**config.mk**
```make
export PLATFORM = sky130hd
export DESIGN_NAME = sem_cell
export DESIGN_NICKNAME = d
export VERILOG_FILES = /design/src/rtl/sem_pkg.sv /design/src/rtl/sem_waitq.sv /design/src/rtl/sem_tag.sv /design/src/rtl/sem_cell.sv
export SDC_FILE = /design/constraint.sdc
export NUM_CORES = 1
export LEC_CHECK = 0
export CAP_MARGIN = 20
export CORE_ASPECT_RATIO = 0.75
export CORE_MARGIN = 1.5
export CORE_UTILIZATION = 45
export DETAILED_ROUTE_END_ITERATION = 12
export PLACE_DENSITY = 0.7
export REMOVE_ABC_BUFFERS = 1
export SYNTH_ARGS = -nofsm -noshare
export SYNTH_HDL_FRONTEND = slang
export SYNTH_SLANG_ARGS = --single-unit
```
**constraint.sdc**
```tcl
create_clock -name clk -period 5.03 [get_ports clk]
set_clock_uncertainty 0.2 [all_clocks]
set_input_delay 0.7545 -clock clk [delete_from_list [all_inputs] [get_ports clk]]
set_output_delay 0.7545 -clock clk [all_outputs]
set_load 0.01 [all_outputs]
```
**src/rtl/sem_pkg.sv**
```systemverilog
package sem_pkg;
    typedef enum logic [1:0] {
        VIEW_PV_BLOCK = 2'd0,
        VIEW_PV_TRY   = 2'd1,
        VIEW_TAG      = 2'd2,
        VIEW_NONE     = 2'd3
    } view_e;

    typedef enum logic [1:0] {
        ST_DRAINED = 2'd0,
        ST_HOLDING = 2'd1,
        ST_BLOCKED = 2'd2
    } cell_st_e;

    localparam int TAG_EMPTY_BIT = 0;
    localparam int TAG_FULL_BIT  = 1;
    localparam int TAG_FIFO_BIT  = 2;
endpackage

```
**src/rtl/sem_waitq.sv**
```systemverilog
module sem_waitq #(
    parameter int NT = 4,
    localparam int TW = (NT > 1) ? $clog2(NT) : 1
) (
    input  logic          clk,
    input  logic          rst_n,
    input  logic          park_en,
    input  logic [TW-1:0] park_tid,
    input  logic          release_en,
    output logic [NT-1:0] mask,
    output logic          any,
    output logic          last,
    output logic [TW-1:0] head_tid
);
    logic [NT-1:0] mask_q, mask_n;

    always_comb begin
        head_tid = '0;
        for (int i = NT - 1; i >= 0; i--) begin
            if (mask_q[i]) head_tid = TW'(i);
        end
    end

    always_comb begin
        mask_n = mask_q;
        if (park_en)    mask_n[park_tid] = 1'b1;
        if (release_en) mask_n[head_tid] = 1'b0;
    end

    always_ff @(posedge clk or negedge rst_n) begin
        if (!rst_n) mask_q <= '0;
        else        mask_q <= mask_n;
    end

    assign mask = mask_q;
    assign any  = |mask_q;
    assign last = any && ((mask_q & (mask_q - NT'(1))) == '0);


    park_sets_chk: assert property (@(posedge clk) disable iff (!rst_n)
        park_en |=> mask_q[$past(park_tid)]);


    wake_one_chk: assert property (@(posedge clk) disable iff (!rst_n)
        (release_en && !park_en && any) |=> ($countones(mask_q) == $countones($past(mask_q)) - 1));
endmodule

```
**src/rtl/sem_tag.sv**
```systemverilog
module sem_tag #(
    parameter int CW = 16
) (
    input  logic          clk,
    input  logic          rst_n,
    input  logic          wr_en,
    input  logic [1:0]    wr_bits,
    output logic [CW-1:0] tag
);
    import sem_pkg::*;
    logic empty_q, full_q;

    always_ff @(posedge clk or negedge rst_n) begin
        if (!rst_n) begin
            empty_q <= 1'b0;
            full_q  <= 1'b0;
        end else if (wr_en) begin
            empty_q <= wr_bits[0];
            full_q  <= wr_bits[1];
        end
    end

    always_comb begin
        tag = '0;
        tag[TAG_EMPTY_BIT] = empty_q;
        tag[TAG_FULL_BIT]  = full_q;
        tag[TAG_FIFO_BIT]  = 1'b0;
    end


    tag_hold_chk: assert property (@(posedge clk) disable iff (!rst_n)
        !wr_en |=> $stable(tag));
endmodule

```
**src/rtl/sem_cell.sv**
```systemverilog
module sem_cell #(
    parameter int NT = 4,
    parameter int CW = 16,
    localparam int TW = (NT > 1) ? $clog2(NT) : 1
) (
    input  logic          clk,
    input  logic          rst_n,
    input  logic          req_valid,
    input  logic [1:0]    req_view,
    input  logic          req_write,
    input  logic [TW-1:0] req_tid,
    input  logic [CW-1:0] req_wdata,
    output logic          rsp_valid,
    output logic [TW-1:0] rsp_tid,
    output logic [CW-1:0] rsp_data,
    output logic [CW-1:0] cell_count,
    output logic [NT-1:0] wait_mask
);
    import sem_pkg::*;

    localparam logic [CW-1:0] CNT_MAX = {CW{1'b1}};

    view_e         view;
    cell_st_e      state_q, state_n;
    logic [CW-1:0] count_q, count_n;
    logic          is_load, is_store, tag_wr, tag_rd, park, wake;
    logic          any_wait, last_wait;
    logic [TW-1:0] head_tid;
    logic [CW-1:0] tag_word;
    logic          rsp_v_n;
    logic [TW-1:0] rsp_tid_n;
    logic [CW-1:0] rsp_data_n;
    logic          unused_wdata;

    assign view         = view_e'(req_view);
    assign unused_wdata = ^req_wdata[CW-1:2];

    always_comb begin
        is_load  = req_valid && !req_write && (view == VIEW_PV_BLOCK || view == VIEW_PV_TRY);
        is_store = req_valid &&  req_write && (view == VIEW_PV_BLOCK || view == VIEW_PV_TRY);
        tag_wr   = req_valid &&  req_write && (view == VIEW_TAG);
        tag_rd   = req_valid && !req_write && (view == VIEW_TAG);
        park     = is_load && (view == VIEW_PV_BLOCK) && (count_q == '0);
        wake     = is_store && any_wait;
    end

    sem_waitq #(.NT(NT)) u_waitq (
        .clk(clk), .rst_n(rst_n),
        .park_en(park), .park_tid(req_tid), .release_en(wake),
        .mask(wait_mask), .any(any_wait), .last(last_wait), .head_tid(head_tid)
    );

    sem_tag #(.CW(CW)) u_tag (
        .clk(clk), .rst_n(rst_n),
        .wr_en(tag_wr), .wr_bits(req_wdata[1:0]), .tag(tag_word)
    );

    // state register
    always_ff @(posedge clk or negedge rst_n) begin
        if (!rst_n) state_q <= ST_DRAINED;
        else        state_q <= state_n;
    end

    always_comb begin
        state_n = state_q;
        unique case (state_q)
            ST_DRAINED: if (park) state_n = ST_BLOCKED;
                        else if (is_store) state_n = ST_HOLDING;
            ST_HOLDING: if (is_load && count_q == CW'(1)) state_n = ST_DRAINED;
            ST_BLOCKED: if (wake && last_wait) state_n = ST_DRAINED;
            default:    state_n = ST_DRAINED;
        endcase
    end

    // outputs and count
    always_comb begin
        rsp_v_n    = 1'b0;
        rsp_tid_n  = req_tid;
        rsp_data_n = '0;
        count_n    = count_q;
        if (tag_rd) begin
            rsp_v_n    = 1'b1;
            rsp_data_n = tag_word;
        end else if (is_load) begin
            if (count_q != '0) begin
                rsp_v_n    = 1'b1;
                rsp_data_n = count_q;
                count_n    = count_q - CW'(1);
            end else if (view == VIEW_PV_TRY) begin
                rsp_v_n = 1'b1;
            end
        end else if (is_store) begin
            if (any_wait) begin
                rsp_v_n    = 1'b1;
                rsp_tid_n  = head_tid;
                rsp_data_n = count_q + CW'(1);
            end else if (count_q != CNT_MAX) begin
                count_n = count_q + CW'(1);
            end
        end
    end

    always_ff @(posedge clk or negedge rst_n) begin
        if (!rst_n) begin
            count_q   <= '0;
            rsp_valid <= 1'b0;
            rsp_tid   <= '0;
            rsp_data  <= '0;
        end else begin
            count_q   <= count_n;
            rsp_valid <= rsp_v_n;
            rsp_tid   <= rsp_tid_n;
            rsp_data  <= rsp_data_n;
        end
    end

    assign cell_count = count_q;


    holding_count_chk: assert property (@(posedge clk) disable iff (!rst_n)
        (state_q == ST_HOLDING) == (count_q != '0));


    blocked_mask_chk: assert property (@(posedge clk) disable iff (!rst_n)
        (state_q == ST_BLOCKED) == (wait_mask != '0));


    p_dec_chk: assert property (@(posedge clk) disable iff (!rst_n)
        (is_load && count_q != '0) |=> (count_q == $past(count_q) - CW'(1)));


    no_overflow_chk: assert property (@(posedge clk) disable iff (!rst_n)
        (is_store && count_q == CNT_MAX) |=> (count_q == CNT_MAX));


    try_zero_chk: assert property (@(posedge clk) disable iff (!rst_n)
        (is_load && view == VIEW_PV_TRY && count_q == '0)
            |=> (rsp_valid && rsp_data == '0 && $stable(wait_mask)));
endmodule

```
==> results.ini <==
[power_and_ir_drop]
swShare_pct = 37.7
ir_drop_mv = 0.245
power_frac_comb_pct = 31.6
clkPwrFrac_pct = 20.7
total_power_mw = 1.02
p_seq_share_pct = 47.7
power.switching_mw = 0.385
p_leak_nw = 1.19
p_per_area_nw_per_um2 = 340
intPower_mw = 0.636

[clocking]
cts_resized = 0
cts_buffers = 5
clk_latency_ps = 300
cts_tree = done
root_buffer = clkbuf_8
h-tree-depth = 2
post_cts_buffers = 0
cts-hold-fix-buffers = 0
clock_tree.buffer_depth = 2
cts.sinks = 41
clkSlewWorstSetupHoldPaths_ps = 70

[yosys]
synth-compound-area-share_pct = 20.8
synth_area_per_cell_um2 = 8.87
synthFlopType = dfrtp_1
synth-async-reset-ratio_pct = 100
synth-edff-count = 0
synth_top_family_by_area = simple AND/OR/NAND/NOR gates
synth_xor_area_share_pct = 3.89
synthesis.area_um2 = 2470
synthCells = 279
synthSimpleGateAreaFrac_pct = 24.2
synthAdderAreaFrac_pct = 1.01
ys_ff_latch = 41
muxShareOfSynthArea_pct = 1.72
yosysSeqAreaShare_pct = 41.5
yosysWarnings = 0
yosysUniqueCellTypes = 56

[detailed_routing]
drt-met1-wl_mm = 2.95
drt-total-wl_mm = 6.14
dr_total_vias = 2296
wl_met2_mm = 2.72
wire_per_inst_um = 16.1
drt_iter0_markers = 239
top_layer = met4
dr.pass1.iters = 4
drc_errors = 0
drtAntennaViolNets = 0
routed_via_density = 6.01
wl_met3_um = 385

[floorplan]
rows = 23
ios = 63
die_x_um = 88.6
die_y_um = 67.2
coreArea_um2 = 5320
die_area_um2 = 5960
initial_core_util_pct = 46.5

[grt]
grt_usage_pct = 22.7
grt_pass1_wl_mm = 10.2
grt_pass1_vias = 2030
grt-ovfl-total = 0
grt_antenna_before_repair = 0
grt_max_degree = 42

[critical_path]
path_class = input port to flip-flop
path_max_fanout = 17
worstPathArrival_ps = 3270
critPathLaunch = req_write
cp_data_required_time_ps = 5030
end_kind = flip-flop
start_kind = input port
reg2reg_from = cell_count[4]

[sta]
report.final.setup_viol = 0
slew_viol_final = 0
fmax_ghz = 0.306
min_period_ps = 3270
whs_ps = 314
setup-tns-final_ps = 0
rsz0062_at_grt = false
worstMarginPinSlew_ps = 957
slew_headroom_pct = 36.0
min_period_over_period_pct = 65.0
finalHoldViolations = 0

[job]
maxCapViolCount = 0

[placed_design]
place_congestion = 0.842
hpwl_mm = 4.09
port_buffers = 48
place_area_um2 = 2920

[hold_path]
hold_start = u_tag.empty_q
hold_path.class = flip-flop to flip-flop

[layout]
fin_area_um2 = 3000
drive_gt1_share_pct = 5.86
n_antenna_cell = 0
fin_nets = 332
layout-area-overhead-vs-synth_pct = 21.2

[run_status]
status = finished clean

## per-stage QoR
stage	utilization (%)	cells	worst slack (ps)
after global placement	54.8	374	1490
after CTS	56.3	382	1810
final	56.3	382	1760
after detailed placement	54.8	374	1490
after global routing	56.3	382	1580
after floorplan	-	250	2010
## final timing paths
kind                            slack, ps  cells after the start        endpoint
worst max-delay path                 1760                      6  cell_count[13]
max in group asynchronous            3680                      1   cell_count[0]
min in group asynchronous             380                      1   cell_count[9]
worst min-delay path                  310                      1     rsp_data[0]
worst min register to register        310                      1     rsp_data[0]
worst max register to register       2260                      4     rsp_data[0]
## cells in the mapped netlist (3+ instances only)
master	count	area share, %
dfrtp_1	41	41
nor2_1	25	3.8
o21ai_0	22	4.5
clkbuf_1	20	3.0
nand2_1	16	2.4
nand3_1	12	2.4
a21oi_1	11	2.2
nor3_1	11	2.2
o31ai_1	10	3.0
inv_1	9	1.4
nand4_1	9	2.3
xor2_1	8	2.8
nor4_1	6	1.5
a31oi_1	5	1.3
and2_1	5	1.3
buf_2	5	1.0
o41ai_1	5	1.8
and3_1	3	0.76
buf_6	3	1.4
o22ai_1	3	0.76
xnor2_1	3	1.1
## flip-flops by register name (all words and copies together), names as in the netlist
| register | flops |
|---|---|
| rsp_tid | 2 |
| cell_count | 16 |
| rsp_valid | 1 |
| u_tag.full_q | 1 |
| rsp_data | 16 |
| u_tag.empty_q | 1 |
| u_waitq.mask | 4 |
## layout by cell type, fill, tap and decap left out, drive strengths merged, types with 2 or more instances in the layout
master and count:
clkdlybuf4s50 47, dfrtp 41, nor2 25, o21ai 22, nand2 16, nand3 12
nor3 12, a21oi 11, o31ai 10, inv 9, nand4 9, xor2 8
clkbuf 8, nor4 7, o41ai 5, and2 5, a31oi 5, or4 4
and3 3, o22ai 3, xnor2 3, nand2b 2, nand3b 2, o22a 2
o31a 2, o21a 2, a32oi 2, a211oi 2, mux2i 2, mux2 2
ha 2, nor4b 2, buf 2
## cell families (layout without fill, tap and decap cells)
kind of cell             Yosys count  after routing
AND/OR/NAND/NOR                  106            106
AO/OA/AOI/OAI                     77             77
multiplexers                       4              4
buffers and inverters             38             66
XOR/XNOR                          11             11
flip-flops                        41             41
adder cells (fa/ha/maj)            2              2
## routing by layer
metal | track usage, % | vias up
li1 | - | 1084
met1 | 33.8 | 1119
met2 | 32.5 | 83
met5 | 0 | -
met3 | 4.77 | 10
met4 | 8.40 | 0
## power groups by stage
stage,sequential (mW),clock (mW),combinational [mW]
floorplan,0.483,0,0.164
global placement,0.491,0,0.314
detailed placement,0.490,0,0.321
CTS,0.484,0.217,0.323
global route,0.501,0.229,0.355
finish,0.487,0.211,0.322
## worst max-delay path, cell delays in order
cell	delay (ps)
clkdlybuf4s50_1	560
or3b_2	740
nor4_1	670
nand2_1	120
o22a_1	190
o31ai_1	220
## layout make-up
type / count / area [µm²]
clock buffers: 8 / 80.1
well taps: 75 / 93.8
inverters: 9 / 33.8
flip-flops and latches: 41 / 1030
repair buffers: 49 / 483
fillers: 513 / 2330
multi-input cells: 200 / 1280
(Power assumes the default switching activity.)
